File: src/rtl/tcm_pkg.sv
package tcm_pkg;

  typedef enum logic {
    PH_NORMAL  = 1'b0,
    PH_MONITOR = 1'b1
  } phase_e;

  // width needed to hold a count from 0 up to n inclusive
  function automatic int cnt_width(input int n);
    int w;
    w = $clog2(n + 1);
    if (w < 1) w = 1;
    return w;
  endfunction

endpackage

File: src/rtl/tcm_window.sv
module tcm_window
  import tcm_pkg::*;
#(
  parameter int WIN_LEN = 12
) (
  input  logic   clk,
  input  logic   rst_n,
  input  logic   edge_stb,
  output phase_e phase
);
  localparam int CNT_W = cnt_width(WIN_LEN);

  logic [CNT_W-1:0] remain_q;
  logic             window_open;

  always_ff @(posedge clk) begin
    if (!rst_n) begin
      remain_q <= '0;
    end else if (edge_stb) begin
      remain_q <= CNT_W'(WIN_LEN);
    end else if (remain_q != '0) begin
      remain_q <= remain_q - CNT_W'(1);
    end
  end

  assign window_open = (remain_q != '0);
  assign phase       = window_open ? PH_MONITOR : PH_NORMAL;

  // length of the current open run, counted from its strobe
  logic [CNT_W:0] run_q;
  always_ff @(posedge clk) begin
    if (!rst_n)        run_q <= '0;
    else if (edge_stb) run_q <= '0;
    else if (window_open) run_q <= run_q + (CNT_W+1)'(1);
    else               run_q <= '0;
  end

  AST_OPEN_AFTER_STROBE: assert property (@(posedge clk) disable iff (!rst_n)
    edge_stb |=> (phase == PH_MONITOR));
  AST_WINDOW_NOT_TOO_LONG: assert property (@(posedge clk) disable iff (!rst_n)
    (phase == PH_MONITOR) |-> (run_q < (CNT_W+1)'(WIN_LEN)));
  AST_WINDOW_NOT_TOO_SHORT: assert property (@(posedge clk) disable iff (!rst_n)
    ((phase == PH_MONITOR) && (run_q + (CNT_W+1)'(1) < (CNT_W+1)'(WIN_LEN))) |=> (phase == PH_MONITOR));

endmodule

File: src/rtl/tcm_compare.sv
module tcm_compare
  import tcm_pkg::*;
#(
  parameter int NPAIRS = 72
) (
  input  phase_e            phase,
  input  logic [NPAIRS-1:0] comb_line,
  input  logic [NPAIRS-1:0] cap_line,
  output logic [NPAIRS-1:0] lane_diff,
  output logic              hit
);
  for (genvar i = 0; i < NPAIRS; i++) begin : g_lane
    assign lane_diff[i] = comb_line[i] ^ cap_line[i];
  end

  assign hit = (phase == PH_MONITOR) && (|lane_diff);

endmodule

File: src/rtl/tcm_flag.sv
module tcm_flag (
  input  logic clk,
  input  logic rst_n,
  input  logic edge_stb,
  input  logic clr,
  input  logic hit,
  output logic err_flag,
  output logic retry_req
);
  logic flag_q;
  logic retry_q;
  logic first_rise;

  assign first_rise = hit && !flag_q && !clr;

  always_ff @(posedge clk) begin
    if (!rst_n)   flag_q <= 1'b0;
    else if (clr) flag_q <= 1'b0;
    else if (hit) flag_q <= 1'b1;
  end

  always_ff @(posedge clk) begin
    if (!rst_n)          retry_q <= 1'b0;
    else if (clr)        retry_q <= 1'b0;
    else if (first_rise) retry_q <= 1'b1;
    else if (edge_stb)   retry_q <= 1'b0;
  end

  assign err_flag  = flag_q;
  assign retry_req = retry_q;

  AST_SET_ON_HIT: assert property (@(posedge clk) disable iff (!rst_n)
    (hit && !clr) |=> err_flag);
  AST_FLAG_STICKY: assert property (@(posedge clk) disable iff (!rst_n)
    (err_flag && !clr) |=> err_flag);
  AST_CLEAR_WINS: assert property (@(posedge clk) disable iff (!rst_n)
    clr |=> (!err_flag && !retry_req));
  AST_RETRY_ON_RISE: assert property (@(posedge clk) disable iff (!rst_n)
    $rose(err_flag) |-> retry_req);
  AST_RETRY_NEEDS_FLAG: assert property (@(posedge clk) disable iff (!rst_n)
    retry_req |-> err_flag);

endmodule

File: src/rtl/transient_capture_monitor.sv
module transient_capture_monitor
  import tcm_pkg::*;
#(
  parameter int NPAIRS  = 72,
  parameter int WIN_LEN = 12
) (
  input  logic              clk,
  input  logic              rst_n,
  input  logic              edge_stb,
  input  logic              clr,
  input  logic [NPAIRS-1:0] comb_line,
  input  logic [NPAIRS-1:0] cap_line,
  output logic              mon_en,
  output logic              err_flag,
  output logic              retry_req
);
  phase_e            phase;
  logic [NPAIRS-1:0] lane_diff;
  logic              hit;

  tcm_window #(.WIN_LEN(WIN_LEN)) u_window (
    .clk      (clk),
    .rst_n    (rst_n),
    .edge_stb (edge_stb),
    .phase    (phase)
  );

  tcm_compare #(.NPAIRS(NPAIRS)) u_compare (
    .phase     (phase),
    .comb_line (comb_line),
    .cap_line  (cap_line),
    .lane_diff (lane_diff),
    .hit       (hit)
  );

  tcm_flag u_flag (
    .clk       (clk),
    .rst_n     (rst_n),
    .edge_stb  (edge_stb),
    .clr       (clr),
    .hit       (hit),
    .err_flag  (err_flag),
    .retry_req (retry_req)
  );

  assign mon_en = (phase == PH_MONITOR);

  AST_IGNORE_OUTSIDE_WINDOW: assert property (@(posedge clk) disable iff (!rst_n)
    (!mon_en && !err_flag) |=> !err_flag);
  AST_CLEAN_PAIRS_QUIET: assert property (@(posedge clk) disable iff (!rst_n)
    ((comb_line == cap_line) && !err_flag) |=> !err_flag);
  AST_LANES_REACH_HIT: assert property (@(posedge clk) disable iff (!rst_n)
    (mon_en && (lane_diff != '0)) |-> hit);

endmodule

File: config.mk
export PLATFORM = sky130hd
export DESIGN_NAME = transient_capture_monitor
export DESIGN_NICKNAME = d
export VERILOG_FILES = /design/src/rtl/tcm_pkg.sv /design/src/rtl/tcm_window.sv /design/src/rtl/tcm_compare.sv /design/src/rtl/tcm_flag.sv /design/src/rtl/transient_capture_monitor.sv
export SDC_FILE = /design/constraint.sdc
export NUM_CORES = 1
export LEC_CHECK = 0
export ABC_AREA = 1
export BUFFER_PORTS_ARGS = -buffer_cell sky130_fd_sc_hd__buf_4
export CORE_MARGIN = 1
export CORE_UTILIZATION = 32
export DETAILED_ROUTE_END_ITERATION = 8
export PLACE_DENSITY = 0.78
export SLEW_MARGIN = 5
export SYNTH_ARGS = -nofsm -noshare
export SYNTH_HDL_FRONTEND = slang
export SYNTH_SLANG_ARGS = --single-unit
File: constraint.sdc
create_clock -name clk -period 1.2 [get_ports clk]
set_clock_uncertainty 0.2 [all_clocks]
set_input_delay 0 -clock clk [delete_from_list [all_inputs] [get_ports clk]]
set_output_delay 0 -clock clk [all_outputs]
set_load 0.02 [all_outputs]
# ---- Yosys cells after proc, flatten, opt, wreduce, memory -nomap -nowiden
# Cells that the tools add are included.
dict set report op_classes {
  n_addsub 1
  n_mux 5
  bitwise 73
  reduce_logical 11
}
# operator count
set op_table {}
lappend op_table {{$reduce_or 72->1} 1}
lappend op_table {{$xor 1x1->1} 72}
lappend op_table {{$mux 4} 2}
lappend op_table {{$reduce_bool 2->1} 2}
lappend op_table {{$reduce_bool 4->1} 1}
lappend op_table {{$reduce_or 2->1} 2}
lappend op_table {{$sub 4x1->4 const B} 1}
lappend op_table {{$logic_and 1x1->1} 3}
lappend op_table {{$mux 1} 3}
lappend op_table {{$logic_not 1->1} 2}
lappend op_table {{$not 1->1} 1}
dict set report totals {
  register_bits 6
  inputBits 148
  out_inout_bits 3
  wordCells 94
}

# ---- Logic depth before layout (Yosys ltp)
# Gate-level depths: netlist (run 1).
dict set report depth {
  word_depth 6
  ltp_mapped 11
}

# ---- By module
# Synthesis (run 1) repeated with hierarchy kept, for this count alone.
dict set report unflattened {
  cells_unflattened 348
  area_unflattened_um2 1684.1
}
# mod n_inst cells_each area_each_um2
set by_module_without_submodules {}
lappend by_module_without_submodules {tcm_compare 1 309 1397.6}
lappend by_module_without_submodules {tcm_window 1 28 207.7}
lappend by_module_without_submodules {tcm_flag 1 11 78.8}

# ---- Least setup slack after synthesis (run 1)
# Ideal clock, no wire load.
dict set report synth_timing {
  path_kind {register to register}
  start {register u_window.remain_q[0]}
  end {register u_window.remain_q[3]}
  setup_time_ns 0.070
  t_arrival_ns 1.055
  setup_slack_ns -0.124
  path_stages_with_launch 8
  path_buffers 0
  cell_sequence {dfxtp_1 > inv_1 > ha_1 > nand2_1 > nor2_1 > inv_2 > nand3_1 > a21oi_1}
}
dict set report synth_between {
  elab_chain_len 3
  word_cells_on_any_way 5
}
# element line
set synth_rtl {}
lappend synth_rtl {{start, declared} tcm_window.sv:13} ;# logic [CNT_W-1:0] remain_q;
lappend synth_rtl {{start signal, assigned} tcm_window.sv:20} ;# remain_q <= CNT_W'(WIN_LEN);
lappend synth_rtl {{start signal, assigned} tcm_window.sv:22} ;# remain_q <= remain_q - CNT_W'(1);
lappend synth_rtl {{$sub 4x1->4} tcm_window.sv:22}
lappend synth_rtl {{$mux 4} tcm_window.sv:21} ;# end else if (remain_q != '0) begin
lappend synth_rtl {{$mux 4} tcm_window.sv:19} ;# end else if (edge_stb) begin
# Several ways; a longest one is shown, not always the timed one. The select of a mux whose other input is x is not followed.
# A chain may end at the register's enable or synchronous reset.

# ---- Worst setup path in the final report (run 1)
dict set report layout_timing {
  start {register u_window.remain_q[0]}
  end {register u_window.remain_q[1]}
}
dict set report layout_between {
  elab_chain_len 1
  word_cells_on_any_way 2
}
# element line
set layout_rtl {}
lappend layout_rtl {{$sub 4x1->4 / $reduce_bool 4->1 (equally long branches)} {tcm_window.sv:22, tcm_window.sv:21}}
# Several ways; a longest one is shown, not always the timed one.

==> results of run 1 <==
[tightest hold or removal path, stage by stage]
cell and delay, ps:
buf_4 80, nand2_1 40, nand2_1 50, nor2_1 40, nand2_1 40, nor2_1 30, nand3_1 70, nor2_1 50
nand2_1 80, nand2_1 50, a21oi_1 100
[cell usage in the layout, fill, tap and decap left out]
cell type and instances:
inv_4 2, nand3_1 2, buf_12 1, nand2_1 88, inv_2 1, inv_1 49
nor2_1 68, dfxtp_2 2, a211oi_2 1, nand3_2 2, ha_4 1, nor2_4 1
buf_4 158, nand2_4 1, dfxtp_1 4, xor2_1 46, clkbuf_8 3, a21oi_1 4
buf_6 1, dlygate4sd3_1 3, or2_2 1, ha_2 1, o21ai_1 1, a21oi_2 2
[cells by family after synthesis]
kind of cell	count (synthesis)	share of synthesized area (%)
buf+inv	52	13.9
fa+ha+maj	2	1.78
xor+xnor	46	28.7
compound gates	8	3.03
flops	6	8.55
simple gates	163	44.1
[worst paths after layout]
| check | startpoint | end | depth (start not counted) |
|---|---|---|---|
| setup / recovery | u_window.remain_q[0] | u_window.remain_q[1] | 7 |
| hold / removal | cap_line[68] | u_flag.err_flag | 11 |
| setup reg to reg | u_window.remain_q[0] | u_window.remain_q[1] | 7 |
| hold reg to reg | u_flag.retry_req | u_flag.retry_req | 2 |
[sequential cells by signal, indices dropped and copies added (netlist names)]
name,flops
u_window.remain_q,4
u_flag.err_flag,1
u_flag.retry_req,1
[per-layer routing]
metal / up-vias / GRT usage, % / part of all wire, %
met2: 100 / 42.9 / 55
li1: 1127 / - / -
met1: 877 / 15.3 / 32
met3: 8 / 4.00 / 11
met4: 0 / 6.51 / 1.8
met5: - / 0 / 0
[power breakdown]
part | total, mW | internal [mW] | switching (mW) | leakage, nW
registers | 0.234 | 0.222 | 0.0120 | 0.0505
logic | 0.965 | 0.583 | 0.382 | 1.64
clock network | 0.311 | 0.216 | 0.0942 | 0.0216
[what timing repair did]
item / in CTS / in global routing
pin swaps: 3 / 3
hold buffers: 3 / 0
setup endpoints to repair: 6 / 7
hold endpoints to repair: 6 / 0
setup buffers: 6 / 0
gates resized for setup: 5 / 2
gates cloned: 0 / 0
[area by class of cell]
class | count | area (um^2) | area share (%)
Sequential cell | 6 | 123 | 4.35
Multi-Input combinational cell | 219 | 1140 | 40.6
Tap cell | 50 | 62.6 | 2.22
Timing Repair Buffer | 163 | 1250 | 44.3
Clock buffer | 3 | 41.3 | 1.47
Inverter | 52 | 200 | 7.11
==> metrics.txt, run 1 <==
outcome=complete, but fails checks; failing checks=setup timing; Clock H-tree levels=1; power per cell area=536 mW/mm^2; vias per inst=4.28; core area=between 0.004 and 0.005 mm^2; kind of end point of the critical path=flop; register area share after synthesis=under 10%; count leader, synth=nand2_1; #FFs+latches synth=6; clock buffer depth=2; Overflow after GRT=0; max-slew violations=0; minimum clock period=roughly 1300 ps; Slowest cell on crit path=dfxtp_2; Clock Latency Late Sink=220 ps; vias in the first global route=1948; Yosys top cell by area=xor2_1; critical path required time=between 1000 and 1500 ps; chip height=68.3 um; die area=~0.0047 mm^2; Detailed Route Iter0 Violations=21; worst relative slew slack=between 80% and 90%; Least-Margin Pin Slew=168 ps; CP top delay family=flip-flops; critical path class=flop to flop; Most common cell on crit path=inv_4; clk slew on worst S/H paths=approximately 40 ps; antenna diode instance count=0; Max Fclk=764 MHz; final instance area=0.00282 mm^2; ANT nets after route=0; global-route wire length before repair=~6800 um; Synth async-reset ratio=0%; clock sink total=6; chip width=68.3 um; Worst path max stage delay=around 320 ps; gr usage total=about a fifth; initial core utilization=34.1%; Yosys warning total=0; area of the mapped netlist=about 0.0014 mm^2; Hold Slack=263 ps; drt first pass iters=4; max_cap viols=0; synth unique cells=12; via count=about 2.1k; unrepaired setup endpoints after global routing=yes; syn nets=approximately 430; Worst Setup Slack, final=-109 ps; IR drop worst, VDD=0.357 mV; share of layout cells above drive strength 1=approximately 40%; Non-Filler Instances=roughly 490; ranking of synthesized cells by area=xor2_1 29%, nand2_1 24%, nor2_1 18%; Root Driver=clkbuf_8; Placement Cell Area=around 0.0027 mm^2; crit path max fanout=5; Worst Path Buf+Inv=3; setup total negative slack=-598 ps; P_leak=approximately 1.7 nW; IO Pins=around 150; Critical Path Source Type=flop; Post-Syn Instances=277; final core utilization=68.4%; NumNets Final=slightly below 600; top cells by count, synth=89 x nand2_1, 69 x nor2_1, 51 x inv_1; Final Hold Viols=0; Most used DFF post-synth=dfxtp_1; pre-CTS setup slack=-92.4 ps; synthesis-to-layout area growth=100%; EDFF count, synth=0; final setup violation count=7; Placer Congestion=0.921; largest net degree at the start of global routing=6; Synth top area share=between 20% and 30%; # DRC=0; Critical Path, Cell by Cell=inv_4 -> ha_4 -> nand2_4 -> nor2_4 -> inv_4 -> buf_12 -> a211oi_2; I/O Buffers=150; WP data arrival=between 1000 and 1500 ps; TritonCTS Buffers=3; Rows=23; crit share post-route=109%; overall power=~1.5 mW; HPWL after DPL=between 4000 and 5000 um; average wire per standard cell=roughly 9.7 um; initial antenna violation count=0; DP Cell Count=approximately 480; CTS tree=yes; R2R setup slack=-110 ps; Mean Syn Cell Area=5.07 um^2; routed wire length=between 4000 and 5000 um; fillcell total=about 390; worst min-delay path class=input port to flop
(Power assumes the default switching activity.)
==> run 2, diff against run 1 <==
--- a/config.mk
+++ b/config.mk
@@ -8,9 +8,9 @@
 export ABC_AREA = 1
 export BUFFER_PORTS_ARGS = -buffer_cell sky130_fd_sc_hd__buf_4
 export CORE_MARGIN = 1
-export CORE_UTILIZATION = 32
+export CORE_UTILIZATION = 35
 export DETAILED_ROUTE_END_ITERATION = 8
-export PLACE_DENSITY = 0.78
+export PLACE_DENSITY = 0.81
 export SLEW_MARGIN = 5
 export SYNTH_ARGS = -nofsm -noshare
 export SYNTH_HDL_FRONTEND = slang
==> constraint.sdc (replaced) <==
create_clock -name clk -period 1.4 [get_ports clk]
set_clock_uncertainty 0.2 [all_clocks]
set_input_delay 0 -clock clk [delete_from_list [all_inputs] [get_ports clk]]
set_output_delay 0 -clock clk [all_outputs]
set_load 0.02 [all_outputs]
==> metrics.txt, run 2 (synthesis results as in run 1) <==
final core utilization=73.1% (+4.7 points); final setup violation count=0 (-7); Worst path max stage delay=320 ps (about the same); TritonCTS Buffers=3 (unchanged); Detailed Route Iter0 Violations=35 (+67%); core area=0.00374 mm^2 (-9.0%); gr usage total=19.9% (+0.75 points); WP data arrival=1250 ps (about the same); # DRC=0 (unchanged); most frequent cells in the layout=154 x buf_4, 88 x nand2_1, 68 x nor2_1; Root Driver=clkbuf_8; P_leak=1.68 nW (-2.2%); Clock Latency Late Sink=220 ps (about the same); clock buffer depth=2 (unchanged); crit share post-route=95.4% (-14 points); Critical Path, Cell by Cell=inv_2 -> ha_4 -> nand2_4 -> nor2_4 -> inv_4 -> buf_4 -> nand3_1 -> a21oi_1; CTS tree=yes; initial core utilization=37.5% (+3.4 points); clock sink total=6 (unchanged); via count=2058 (-2.6%); Overflow after GRT=0 (unchanged); minimum clock period=1340 ps (+26.1 ps); HPWL after DPL=4040 um (-5.3%); routed wire length=4500 um (-6.2%); Least-Margin Pin Slew=187 ps (+19.3 ps); outcome=complete, no violations; Largest register FFs=4 (unchanged); Rows=22 (-4.3%); die area=0.00427 mm^2 (-8.3%); critical path required time=1310 ps (+170 ps); largest net degree at the start of global routing=7 (+1); max-slew violations=0 (unchanged); max_cap viols=0 (unchanged); fillcell total=342 (-11%); ANT nets after route=0 (unchanged); critical path class=flop to flop; IO Pins=151 (unchanged); crit path max fanout=6 (+1); kind of end point of the critical path=flop; vias per inst=4.23 (-1.2%); worst relative slew slack=87.5% (-1.3 points); vias in the first global route=1840 (-5.5%); Clock H-tree levels=1 (unchanged); antenna diode instance count=0 (unchanged); overall power=1.23 mW (-19%); Critical Path Source Type=flop; IR drop worst, VDD=0.269 mV (-25%); drt first pass iters=4 (unchanged); Slowest cell on crit path=dfxtp_2; synthesis-to-layout area growth=94.7%; worst min-delay path class=input port to flop; Final Hold Viols=0 (unchanged); unrepaired setup endpoints after global routing=no; Biggest register=u_window.remain_q; commonest non-fill, non-tap cell in the layout=buf_4; initial antenna violation count=0 (unchanged); share of layout cells above drive strength 1=38.1% (-2.1 points); I/O Buffers=150 (unchanged); clk slew on worst S/H paths=40 ps (about the same); chip height=65.4 um (-4.3%); Max Fclk=749 MHz (-2.0%); NumNets Final=590 (-0.84%); R2R setup slack=60 ps (+170 ps); power per cell area=448 mW/mm^2 (-16%); chip width=65.4 um (-4.3%); global-route wire length before repair=6780 um (-0.62%); setup total negative slack=0 ps (+598 ps); average wire per standard cell=9.27 um (-4.9%); Placer Congestion=0.762 (-17%)
run 2: cell count changes in the layout (fill, tap and decap cells not counted), moves of 2 or more:
| cell | before | now |
|---|---|---|
| a21oi_1 | 4 | 6 |
| a21oi_2 | 2 | 0 |
| buf_4 | 158 | 154 |
| nand3_1 | 2 | 4 |
| nand3_2 | 2 | 0 |
run 2: report_power, final:
part           total, mW  switching [mW]  internal (mW)
logic              0.760           0.300          0.460
clock network      0.261          0.0764          0.185
registers          0.204          0.0136          0.190
run 2: metrics by stage:
step	hold WS, ps	cell area (um^2)	setup WS, ps	std cells
floorplan	-56.4	1410	75.6	277
global placement	54.0	2590	89.6	475
detailed placement	63.7	2590	12.9	475
CTS	257	2690	2.79	483
global route	312	2740	15.6	486
finish	259	2740	64.5	486
run 2: worst paths after layout:
kind	start	end	cells after the start
setup / recovery	u_window.remain_q[0]	u_window.remain_q[3]	8
hold / removal	comb_line[47]	u_flag.err_flag	11
hold reg to reg	u_flag.retry_req	u_flag.retry_req	2
setup reg to reg	u_window.remain_q[0]	u_window.remain_q[3]	8
run 2: cell type report:
| type | instances | area [um^2] | area share, % |
|---|---|---|---|
| Timing Repair Buffer | 158 | 1200 | 43.8 |
| Multi-Input combinational cell | 219 | 1120 | 40.8 |
| Inverter | 52 | 198 | 7.22 |
| Sequential cell | 6 | 123 | 4.48 |
| Tap cell | 48 | 60.1 | 2.19 |
| Clock buffer | 3 | 41.3 | 1.51 |
run 2: critical path: cells and delay by family (launching register included):
family	cells	cell delay, ps
buffers and inverters	3	260
adders and majority gates	1	140
DFF	1	320
and+or+nand+nor	3	240
AOI/OAI and AO/OA	1	60
run 2: metal layers:
metal | GRT usage [%] | vias to the layer above | part of all wire (%) | routed length (um)
met2 | 43.6 | 96 | 55 | 2460
met5 | 0 | - | 0 | 0
met4 | 4.35 | 0 | 1.0 | 46
met3 | 4.69 | 4 | 12 | 524
met1 | 17.4 | 843 | 33 | 1470
li1 | - | 1115 | - | -
run 2: repair_timing:
action	in CTS	in global routing
buffers inserted	2	3
endpoints found under the setup margin	2	4
hold buffers	3	0
pin swaps	1	3
hold endpoints to repair	6	0
gates resized for setup	6	6
==> run 3, diff against run 2 <==
--- a/config.mk
+++ b/config.mk
@@ -8,10 +8,11 @@
 export ABC_AREA = 1
 export BUFFER_PORTS_ARGS = -buffer_cell sky130_fd_sc_hd__buf_4
 export CORE_MARGIN = 1
-export CORE_UTILIZATION = 35
+export CORE_UTILIZATION = 39
 export DETAILED_ROUTE_END_ITERATION = 8
-export PLACE_DENSITY = 0.81
-export SLEW_MARGIN = 5
+export PLACE_DENSITY = 0.83
+export SLEW_MARGIN = 15
 export SYNTH_ARGS = -nofsm -noshare
 export SYNTH_HDL_FRONTEND = slang
+export SYNTH_HIERARCHICAL = 1
 export SYNTH_SLANG_ARGS = --single-unit
==> metrics.txt, run 3 <==
outcome=complete, no violations; Critical Path Source Type=flop; worst min-delay path class=input port to flop; drt first pass iters=4 (unchanged); IO Pins=151 (unchanged); share of layout cells above drive strength 1=36.7% (-1.5 points); chip height=62.7 um (-4.1%); critical path class=flop to flop; Final Hold Viols=0 (unchanged); Root Driver=clkbuf_8; average wire per standard cell=9.09 um (-1.9%); vias per inst=4.18 (-1.3%); ANT nets after route=0 (unchanged); Post-CTS Repair Setup Buffers=0 (-2); via count=2028 (-1.5%); die area=0.00393 mm^2 (-8.0%); vias in the first global route=1946 (+5.8%); met3 WL=460 um (-12%); unrepaired setup endpoints after global routing=no; minimum clock period=1300 ps (-36.1 ps); worst relative slew slack=89.3% (+1.8 points); Placement Cell Area=0.00263 mm^2 (+1.4%); register area=120 um^2 (-2.0%); max-slew violations=0 (unchanged); power per cell area=444 mW/mm^2 (-0.83%); Clock Latency Late Sink=220 ps (about the same); final setup violation count=0 (unchanged); crit share post-route=92.8% (-2.6 points); Biggest register=u_window/remain_q; max_cap viols=0 (unchanged); clock sink total=6 (unchanged); pre-CTS setup slack=-12.5 ps (-25.4 ps); global-route wire length before repair=7250 um (+6.8%); WP data arrival=1260 ps (about the same); DR WL met2=2440 um (-0.93%); core area=0.00344 mm^2 (-8.1%); routed wire length=4410 um (-2.1%); TritonCTS Buffers=3 (unchanged); NumNets Final=590 (unchanged); chip width=62.7 um (-4.1%); clock buffer depth=2 (unchanged); Rows=21 (-4.5%); IR drop worst, VDD=0.264 mV (-1.8%); Max Fclk=770 MHz (+2.8%); syn nets=431 (+0.94%); antenna diode instance count=0 (unchanged); Worst Setup Slack, final=101 ps (+36.1 ps); Least-Margin Pin Slew=161 ps (-26.6 ps); # DRC=0 (unchanged); largest net degree at the start of global routing=6 (-1); Largest register FFs=4 (unchanged); Yosys warning total=6 (+6); CTS tree=yes; most frequent cells in the layout=151 x buf_4, 126 x nand2_1, 57 x inv_1; fillcell total=296 (-13%); Post-Syn Instances=282 (+1.8%); HPWL after DPL=4040 um (about the same); kind of end point of the critical path=flop; met1 WL=1420 um (-3.5%); initial antenna violation count=0 (unchanged); area of the multi-input gates=0.00112 mm^2 (+0.11%); Mean Syn Cell Area=5.09 um^2 (+0.41%); commonest non-fill, non-tap cell in the layout=buf_4; topmost layer with routed signal wires=met4; final instance area=0.00272 mm^2 (-0.64%); overall power=1.21 mW (-1.5%); Placer Congestion=0.739 (-3.0%); critical path required time=1360 ps (+50 ps); Clock H-tree levels=1 (unchanged); Detailed Route Iter0 Violations=48 (+37%); initial core utilization=41.7% (+4.2 points); P_leak=1.61 nW (-3.9%); area of the mapped netlist=0.00144 mm^2 (+2.2%); gr usage total=22.7% (+2.8 points); Overflow after GRT=0 (unchanged); synthesis-to-layout area growth=89.3%; crit path max fanout=5 (-1); R2R setup slack=100 ps (+40 ps); I/O Buffers=150 (unchanged); clk slew on worst S/H paths=30 ps (about the same)
## run 3: path summary, 6_finish.rpt
| path | start | endpoint | cells past startpoint |
|---|---|---|---|
| worst max-delay path | u_window/remain_q[0] | u_flag/retry_req | 7 |
| worst min-delay path | comb_line[46] | u_flag/err_flag | 9 |
| worst max register to register | u_window/remain_q[0] | u_flag/retry_req | 7 |
| worst min register to register | u_window/remain_q[0] | u_window/remain_q[0] | 1 |
## run 3: per-layer routing
metal | global-route usage, % | up-vias
met5 | 0 | -
met4 | 8.72 | 0
met3 | 7.12 | 8
met2 | 47.8 | 92
met1 | 18.8 | 813
li1 | - | 1115
## run 3: timing repair
item                                    CTS  global route
gates cloned                              0             0
hold endpoints to repair                  5             0
endpoints found under the setup margin    3             4
hold buffers                              3             0
resized for setup                         1             4
## run 3: per-stage QoR
stage | TNS [ps] | instances | hold WS, ps | util [%]
floorplan | 0 | 282 | -102 | -
global placement | 0 | 479 | 14.3 | 76.3
detailed placement | -12.5 | 479 | 14.7 | 76.3
CTS | 0 | 485 | 253 | 78.5
global route | 0 | 485 | 305 | 79.0
finish | 0 | 485 | 213 | 79.0
## run 3: final cells by class
class                      instances  area share [%]
tap                               46            2.12
inverter                          58            8.01
multi-input combinational        218            41.1
sequential                         6            4.42
clock buffer                       3            1.52
timing repair buffer             154            42.8
## run 3: report_power, final
part           internal, mW  switching [mW]  leakage [nW]  total, mW
combinational         0.467           0.282          1.54      0.749
sequential            0.189          0.0143        0.0498      0.203
clock                 0.184          0.0712        0.0216      0.256
total                 0.840           0.368          1.61       1.21
## run 3: worst max-delay path, cell delays in order, from the launching register on
cell	delay, ps
dfxtp_1	360
inv_2	70
ha_4	180
nand2_4	80
inv_1	60
nor2_2	120
nand2_1	70
a21oi_2	100
